[config.mk]
export PLATFORM = sky130hd
export DESIGN_NAME = xonxoff_rx_ctl
export DESIGN_NICKNAME = d
export VERILOG_FILES = /design/src/rtl/xonxoff_rx_ctl.sv
export SDC_FILE = /design/constraint.sdc
export NUM_CORES = 1
export LEC_CHECK = 0
export BUFFER_PORTS_ARGS = -buffer_cell sky130_fd_sc_hd__buf_2
export CELL_PAD_IN_SITES_DETAIL_PLACEMENT = 2
export CELL_PAD_IN_SITES_GLOBAL_PLACEMENT = 2
export CORE_UTILIZATION = 35
export DETAILED_ROUTE_END_ITERATION = 10
export HOLD_SLACK_MARGIN = 0.15
export PLACE_DENSITY = 0.71
export SLEW_MARGIN = 10
export SYNTH_ARGS = -nofsm -noshare
export SYNTH_HDL_FRONTEND = slang
export SYNTH_SLANG_ARGS = --single-unit
[constraint.sdc]
create_clock -name clk -period 2.1 [get_ports clk]
set_input_delay 0.105 -clock clk [delete_from_list [all_inputs] [get_ports clk]]
set_output_delay 0.105 -clock clk [all_outputs]
set_load 0.005 [all_outputs]
[src/rtl/xonxoff_rx_ctl.sv]
module xonxoff_rx_ctl #(
  parameter int CW = 8
) (
  input  logic          clk,
  input  logic          rst_n,
  input  logic          reg_we,
  input  logic [1:0]    reg_sel,
  input  logic [CW-1:0] reg_wdata,
  input  logic [1:0]    word_len,
  input  logic          auto_en,
  input  logic          dbl_mode,
  input  logic          spec_en,
  input  logic          xoff_ie,
  input  logic          rx_valid,
  input  logic [CW-1:0] rx_data,
  output logic          fifo_wr,
  output logic [CW-1:0] fifo_data,
  output logic          tx_halt,
  output logic          fc_flag,
  output logic          irq
);
  localparam logic [CW-1:0] FULL = {CW{1'b1}};

  logic [CW-1:0] on1, on2, off1, off2, mask, held, held_n, pend_d, w_d;
  logic          held_v, hold_n, pend_v, pend_n, w_v, xon_evt, xoff_evt;
  logic          m_on1, m_on2, m_off1, m_off2, h_on1, h_off1, spec_hit;

  always_ff @(posedge clk or negedge rst_n)
    if (!rst_n) begin
      on1 <= '0; on2 <= '0; off1 <= '0; off2 <= '0;
    end else if (reg_we) begin
      case (reg_sel)
        2'd0: on1  <= reg_wdata;
        2'd1: on2  <= reg_wdata;
        2'd2: off1 <= reg_wdata;
        default: off2 <= reg_wdata;
      endcase
    end

  assign mask   = FULL >> (2'd3 - word_len);
  assign m_on1  = ((rx_data ^ on1)  & mask) == '0;
  assign m_on2  = ((rx_data ^ on2)  & mask) == '0;
  assign m_off1 = ((rx_data ^ off1) & mask) == '0;
  assign m_off2 = ((rx_data ^ off2) & mask) == '0;
  assign h_on1  = ((held ^ on1)  & mask) == '0;
  assign h_off1 = ((held ^ off1) & mask) == '0;
  assign spec_hit = rx_valid && spec_en && m_off2;
  assign irq = fc_flag && xoff_ie;

  always_comb begin
    xon_evt = 1'b0; xoff_evt = 1'b0;
    w_v = 1'b0; w_d = rx_data;
    hold_n = held_v; held_n = held; pend_n = 1'b0;
    if (rx_valid) begin
      if (!auto_en) begin
        w_v = 1'b1; hold_n = 1'b0;
      end else if (!dbl_mode) begin
        hold_n = 1'b0;
        if (m_off1)     xoff_evt = 1'b1;
        else if (m_on1) xon_evt = 1'b1;
        else            w_v = 1'b1;
      end else if (held_v) begin
        if (h_off1 && m_off2) begin
          xoff_evt = 1'b1; hold_n = 1'b0;
        end else if (h_on1 && m_on2) begin
          xon_evt = 1'b1; hold_n = 1'b0;
        end else begin
          w_v = 1'b1; w_d = held;
          if (m_on1 || m_off1) held_n = rx_data;
          else begin hold_n = 1'b0; pend_n = 1'b1; end
        end
      end else if (m_on1 || m_off1) begin
        hold_n = 1'b1; held_n = rx_data;
      end else begin
        w_v = 1'b1;
      end
    end
  end

  always_ff @(posedge clk or negedge rst_n)
    if (!rst_n) begin
      held_v <= 1'b0; held <= '0; pend_v <= 1'b0; pend_d <= '0;
      fifo_wr <= 1'b0; fifo_data <= '0; tx_halt <= 1'b0; fc_flag <= 1'b0;
    end else begin
      held_v <= hold_n; held <= held_n;
      pend_v <= pend_n; pend_d <= rx_data;
      fifo_wr <= w_v || pend_v;
      fifo_data <= w_v ? w_d : pend_d;
      tx_halt <= xoff_evt ? 1'b1 : (xon_evt ? 1'b0 : tx_halt);
      fc_flag <= (fc_flag && !xon_evt) || xoff_evt || spec_hit;
    end

  assert_halt_needs_rx_R3: assert property (@(posedge clk) disable iff (!rst_n)
    $rose(tx_halt) |-> $past(rx_valid) && $past(auto_en));
  assert_resume_needs_rx_R4: assert property (@(posedge clk) disable iff (!rst_n)
    $fell(tx_halt) |-> $past(rx_valid) && $past(auto_en));
  assert_write_has_cause_R6: assert property (@(posedge clk) disable iff (!rst_n)
    fifo_wr |-> $past(rx_valid) || $past(fifo_wr));
  assert_passthru_R10: assert property (@(posedge clk) disable iff (!rst_n)
    (rx_valid && !auto_en && !pend_v) |=> fifo_wr && fifo_data == $past(rx_data));
  assert_flag_clear_R4: assert property (@(posedge clk) disable iff (!rst_n)
    $fell(fc_flag) |-> $past(rx_valid) && $past(auto_en));
  assert_irq_R8: assert property (@(posedge clk) disable iff (!rst_n)
    irq |-> fc_flag);
endmodule

==> metrics.txt <==
# TYPE chip_impl_metric gauge
chip_impl_info{name="status",value="finished, violations left"} 1
chip_impl_info{name="violations",value="setup timing"} 1
chip_impl_info{name="end_kind",value="flip-flop"} 1
chip_impl_metric{name="fp-row-count",unit=""} 33
chip_impl_metric{name="worst_ir_drop_vdd",unit="mV"} 0.350
chip_impl_metric{name="cell_area_power_density",unit="mW/mm²"} 871
chip_impl_info{name="category_of_the_most_critical_setup_path",value="flip-flop to flip-flop"} 1
chip_impl_metric{name="dp_hpwl",unit="mm"} 6.08
chip_impl_metric{name="worst_slew_margin_rel",unit="%"} 54.0
chip_impl_metric{name="synth_cell_type_count",unit=""} 35
chip_impl_metric{name="clk-insertion-delay-late",unit="ns"} 0.35
chip_impl_metric{name="final_util",unit="%"} 51.5
chip_impl_metric{name="grt_max_degree",unit=""} 35
chip_impl_metric{name="setup-tns-final",unit="ns"} -4.70
chip_impl_metric{name="floorplan.die_area",unit="mm²"} 0.00899
chip_impl_metric{name="worst_setup_hold_path_clk_slew",unit="ns"} 0.08
chip_impl_metric{name="max_slew.worst_pin.slew",unit="ns"} 0.691
chip_impl_metric{name="layout_min_cycle_time",unit="ns"} 2.43
chip_impl_metric{name="placed_cells",unit=""} 407
chip_impl_info{name="timing.hold.worst.class",value="input pin to flip-flop"} 1
chip_impl_metric{name="level_count_of_the_clock_h_tree",unit=""} 3
chip_impl_metric{name="p_leak",unit="µW"} 0.00194
chip_impl_metric{name="timing_max_transition_violations_final",unit=""} 0
chip_impl_metric{name="netlist_area",unit="mm²"} 0.00302
chip_impl_metric{name="detailroute.via_count",unit=""} 2293
chip_impl_metric{name="synth_warnings",unit=""} 0
chip_impl_metric{name="critical_path.n_buffers_inverters",unit=""} 1
chip_impl_info{name="slowest_stage",value="sky130_fd_sc_hd__dfrtp_1"} 1
chip_impl_metric{name="post_synth_top_area_share",unit="%"} 50.6
chip_impl_metric{name="io_buffers",unit=""} 39
chip_impl_metric{name="grt_use_total",unit="%"} 22.4
chip_impl_metric{name="reg2reg_slack",unit="ns"} -0.33
chip_impl_metric{name="post_drt_wl_per_cell",unit="µm"} 24.4
chip_impl_metric{name="timing.final.crit_share",unit="%"} 116
chip_impl_info{name="cts_tree",value="yes"} 1
chip_impl_metric{name="drive_above_1_share",unit="%"} 52.2
chip_impl_metric{name="gp_congestion",unit=""} 0.746
chip_impl_metric{name="finalNetCount",unit=""} 364
chip_impl_metric{name="clk_sink_count",unit=""} 61
chip_impl_metric{name="die_w",unit="µm"} 94.8
chip_impl_metric{name="initialDrtViolationCount",unit=""} 71
chip_impl_info{name="synth.top_cells.by_area",value="sky130_fd_sc_hd__dfrtp_1 (51%), sky130_fd_sc_hd__mux2_2 (15%), sky130_fd_sc_hd__xnor2_1 (7.8%)"} 1
chip_impl_metric{name="grt_pass1_vias",unit=""} 2543
chip_impl_metric{name="detail_route.vias_per_cell",unit=""} 5.14
chip_impl_metric{name="timing.final.ws_setup",unit="ns"} -0.328
chip_impl_metric{name="required",unit="ns"} 2.34
chip_impl_info{name="path_cells",value="xnor2_1 > nand3_1 > a211oi_2 > or2_1 > nand3_2 > a211o_1 > buf_12 > mux2_4"} 1
chip_impl_metric{name="fillers",unit=""} 824
chip_impl_metric{name="max_cap_violations",unit=""} 0
chip_impl_metric{name="drc",unit=""} 0
chip_impl_metric{name="avgSynthCellArea",unit="µm²"} 13.0
chip_impl_metric{name="final_cells",unit=""} 446
chip_impl_metric{name="grt_antenna_before_repair",unit=""} 0
chip_impl_metric{name="number_of_storage_elements_in_the_synthesis_netlist",unit=""} 61
chip_impl_info{name="critical-path-top-delay-family",value="compound AO/OA/AOI/OAI gates"} 1
chip_impl_metric{name="crit_fanout",unit=""} 6
chip_impl_metric{name="maxClockFrequency",unit="MHz"} 412
chip_impl_metric{name="timing_hold_violations_final",unit=""} 0
chip_impl_metric{name="num_antenna_cells",unit=""} 0
chip_impl_metric{name="router_iterations_before_antenna_repair",unit=""} 4
chip_impl_metric{name="ant_nets",unit=""} 0
chip_impl_metric{name="finalSetupViolCount",unit=""} 18
chip_impl_info{name="clock_tree.root_cell",value="sky130_fd_sc_hd__clkbuf_8"} 1
chip_impl_metric{name="tritoncts.num_buffers",unit=""} 9
chip_impl_metric{name="floorplan.die.height",unit="µm"} 94.8
chip_impl_metric{name="clock_tree.buffer_depth",unit=""} 2
chip_impl_metric{name="boundary_pins",unit=""} 40
chip_impl_metric{name="area_delta_synth_final",unit="%"} 41.2
chip_impl_metric{name="core_area",unit="mm²"} 0.00826
chip_impl_metric{name="syn-instance-count",unit=""} 232
chip_impl_info{name="grt_setup_unrepaired",value="true"} 1
chip_impl_metric{name="post_route_wl",unit="mm"} 10.9
chip_impl_metric{name="max_stage_delay",unit="ns"} 0.47
chip_impl_metric{name="synth_fp_nets",unit=""} 260
chip_impl_metric{name="clock-skew-final",unit="ns"} 0.0147
chip_impl_metric{name="grt.overflow.total",unit=""} 0
chip_impl_metric{name="ys_seq_area_share",unit="%"} 50.6
chip_impl_metric{name="critical_path_arrival",unit="ns"} 2.67
chip_impl_info{name="critPathLaunchType",value="flip-flop"} 1
chip_impl_metric{name="hold_slack",unit="ns"} 0.190
chip_impl_info{name="synth_top_cell_by_area",value="sky130_fd_sc_hd__dfrtp_1"} 1
chip_impl_metric{name="global_route_wire_length_before_repair",unit="mm"} 14.5
chip_impl_metric{name="initial_core_util",unit="%"} 36.5
-- sequential cells by signal, indices dropped and copies added, names as in the netlist --
register and flops:
fifo_data 8, held 8, off1 8, off2 8, on1 8, on2 8
pend_d 8, fc_flag 1, fifo_wr 1, held_v 1, pend_v 1, tx_halt 1
-- path summary, 6_finish.rpt --
| check | from | endpoint | depth (start not counted) |
|---|---|---|---|
| worst min register to register | pend_v | fifo_wr | 1 |
| min in group asynchronous | rst_n | held_v | 2 |
| worst min-delay path | rx_data[4] | held[4] | 2 |
| worst max-delay path | off1[4] | held[5] | 8 |
| max in group asynchronous | rst_n | held[5] | 3 |
| worst max register to register | off1[4] | held[5] | 8 |
-- logic make-up after synthesis --
group / Yosys count / share of synthesized area [%]
xor+xnor: 48 / 13.9
simple gates: 31 / 5.48
buf+inv: 14 / 2.57
mux: 56 / 21.9
compound gates: 22 / 5.48
flops: 61 / 50.6
-- Yosys cell counts --
cell type	instances
sky130_fd_sc_hd__a211o_1	2
sky130_fd_sc_hd__a211oi_1	2
sky130_fd_sc_hd__a21o_1	1
sky130_fd_sc_hd__a21oi_1	2
sky130_fd_sc_hd__a31o_1	1
sky130_fd_sc_hd__a32o_1	1
sky130_fd_sc_hd__and2_1	2
sky130_fd_sc_hd__and3_1	1
sky130_fd_sc_hd__buf_2	8
sky130_fd_sc_hd__buf_4	2
sky130_fd_sc_hd__buf_6	1
sky130_fd_sc_hd__dfrtp_1	61
sky130_fd_sc_hd__inv_1	3
sky130_fd_sc_hd__mux2_1	8
sky130_fd_sc_hd__mux2_2	40
sky130_fd_sc_hd__mux2_4	8
sky130_fd_sc_hd__nand2_1	5
sky130_fd_sc_hd__nand2b_1	1
sky130_fd_sc_hd__nand3_1	6
sky130_fd_sc_hd__nand3b_1	2
sky130_fd_sc_hd__nand4_1	1
sky130_fd_sc_hd__nor2_1	4
sky130_fd_sc_hd__nor3_1	3
sky130_fd_sc_hd__nor3b_1	2
sky130_fd_sc_hd__nor4_1	2
sky130_fd_sc_hd__o2111a_1	2
sky130_fd_sc_hd__o211ai_1	3
sky130_fd_sc_hd__o211ai_2	1
sky130_fd_sc_hd__o21ai_0	5
sky130_fd_sc_hd__o21ai_1	1
sky130_fd_sc_hd__o221ai_1	1
sky130_fd_sc_hd__or2_1	1
sky130_fd_sc_hd__or3_1	1
sky130_fd_sc_hd__xnor2_1	27
sky130_fd_sc_hd__xor2_1	21
-- stage by stage --
stage               setup WS (ns)  power [µW]  area, µm²
finish                     -0.328        3710       4260
global route               -0.377        3870       4260
CTS                        -0.218        3550       4090
detailed placement         -0.299        2340       3640
global placement           -0.161        2290       3640
floorplan                -0.00452        1970       3020
-- final cells by class --
| type | instances | area (µm²) | share of cell area [%] |
|---|---|---|---|
| multi-input combinational | 158 | 1580 | 37.1 |
| sequential | 61 | 1530 | 35.9 |
| timing repair buffer | 103 | 796 | 18.7 |
| clock buffer | 12 | 165 | 3.88 |
| tap | 105 | 131 | 3.09 |
| clock inverter | 4 | 45.0 | 1.06 |
| inverter | 3 | 11.3 | 0.265 |
-- placed cells by master, fill, tap and decap left out, types with 2 or more instances in the layout --
master,netlist,final
sky130_fd_sc_hd__a211o_1,2,2
sky130_fd_sc_hd__a211oi_2,0,2
sky130_fd_sc_hd__a21oi_1,2,2
sky130_fd_sc_hd__and2_1,2,2
sky130_fd_sc_hd__buf_12,0,3
sky130_fd_sc_hd__buf_2,8,39
sky130_fd_sc_hd__buf_4,2,36
sky130_fd_sc_hd__buf_6,1,4
sky130_fd_sc_hd__clkbuf_8,0,12
sky130_fd_sc_hd__clkinv_2,0,3
sky130_fd_sc_hd__dfrtp_1,61,60
sky130_fd_sc_hd__dlygate4sd3_1,0,20
sky130_fd_sc_hd__inv_1,3,3
sky130_fd_sc_hd__mux2_2,40,39
sky130_fd_sc_hd__mux2_4,8,17
sky130_fd_sc_hd__nand2_1,5,4
sky130_fd_sc_hd__nand3_1,6,4
sky130_fd_sc_hd__nand3_2,0,2
sky130_fd_sc_hd__nand3b_1,2,2
sky130_fd_sc_hd__nor2_1,4,4
sky130_fd_sc_hd__nor3_2,0,2
sky130_fd_sc_hd__nor3b_1,2,2
sky130_fd_sc_hd__o211ai_1,3,3
sky130_fd_sc_hd__o21ai_1,1,3
sky130_fd_sc_hd__o21ai_2,0,2
sky130_fd_sc_hd__or3_4,0,2
sky130_fd_sc_hd__xnor2_1,27,25
sky130_fd_sc_hd__xor2_1,21,18
sky130_fd_sc_hd__xor2_2,0,3
-- per-layer routing --
layer	vias up	share of wire [%]	routed length [µm]	GRT usage, %
li1	1016	-	-	-
met1	1195	42	4600	28.1
met2	59	52	5680	37.9
met3	23	2.4	263	5.07
met4	0	3.1	333	7.32
met5	-	0	0	0
-- report_power, final --
| group | internal, µW | total [µW] | switching (µW) |
|---|---|---|---|
| sequential | 1360 | 1550 | 196 |
| clock | 639 | 1130 | 495 |
| combinational | 555 | 1020 | 467 |
| total | 2550 | 3710 | 1160 |
-- what timing repair did --
item	in CTS	in global routing
endpoints found under the setup margin	19	20
hold endpoints to repair	71	0
buffers inserted	0	2
pin swaps	6	15
cloned	1	1
resized for setup	12	29
hold buffers	20	0
-- worst reg2reg max path, stage by stage, from the launching register on --
cell and delay, ns:
sky130_fd_sc_hd__dfrtp_1 0.47, sky130_fd_sc_hd__xnor2_1 0.27, sky130_fd_sc_hd__nand3_1 0.17, sky130_fd_sc_hd__a211oi_2 0.29
sky130_fd_sc_hd__or2_1 0.21, sky130_fd_sc_hd__nand3_2 0.08, sky130_fd_sc_hd__a211o_1 0.35, sky130_fd_sc_hd__buf_12 0.17
sky130_fd_sc_hd__mux2_4 0.31
No activity file was read; power rests on OpenSTA's default activity.
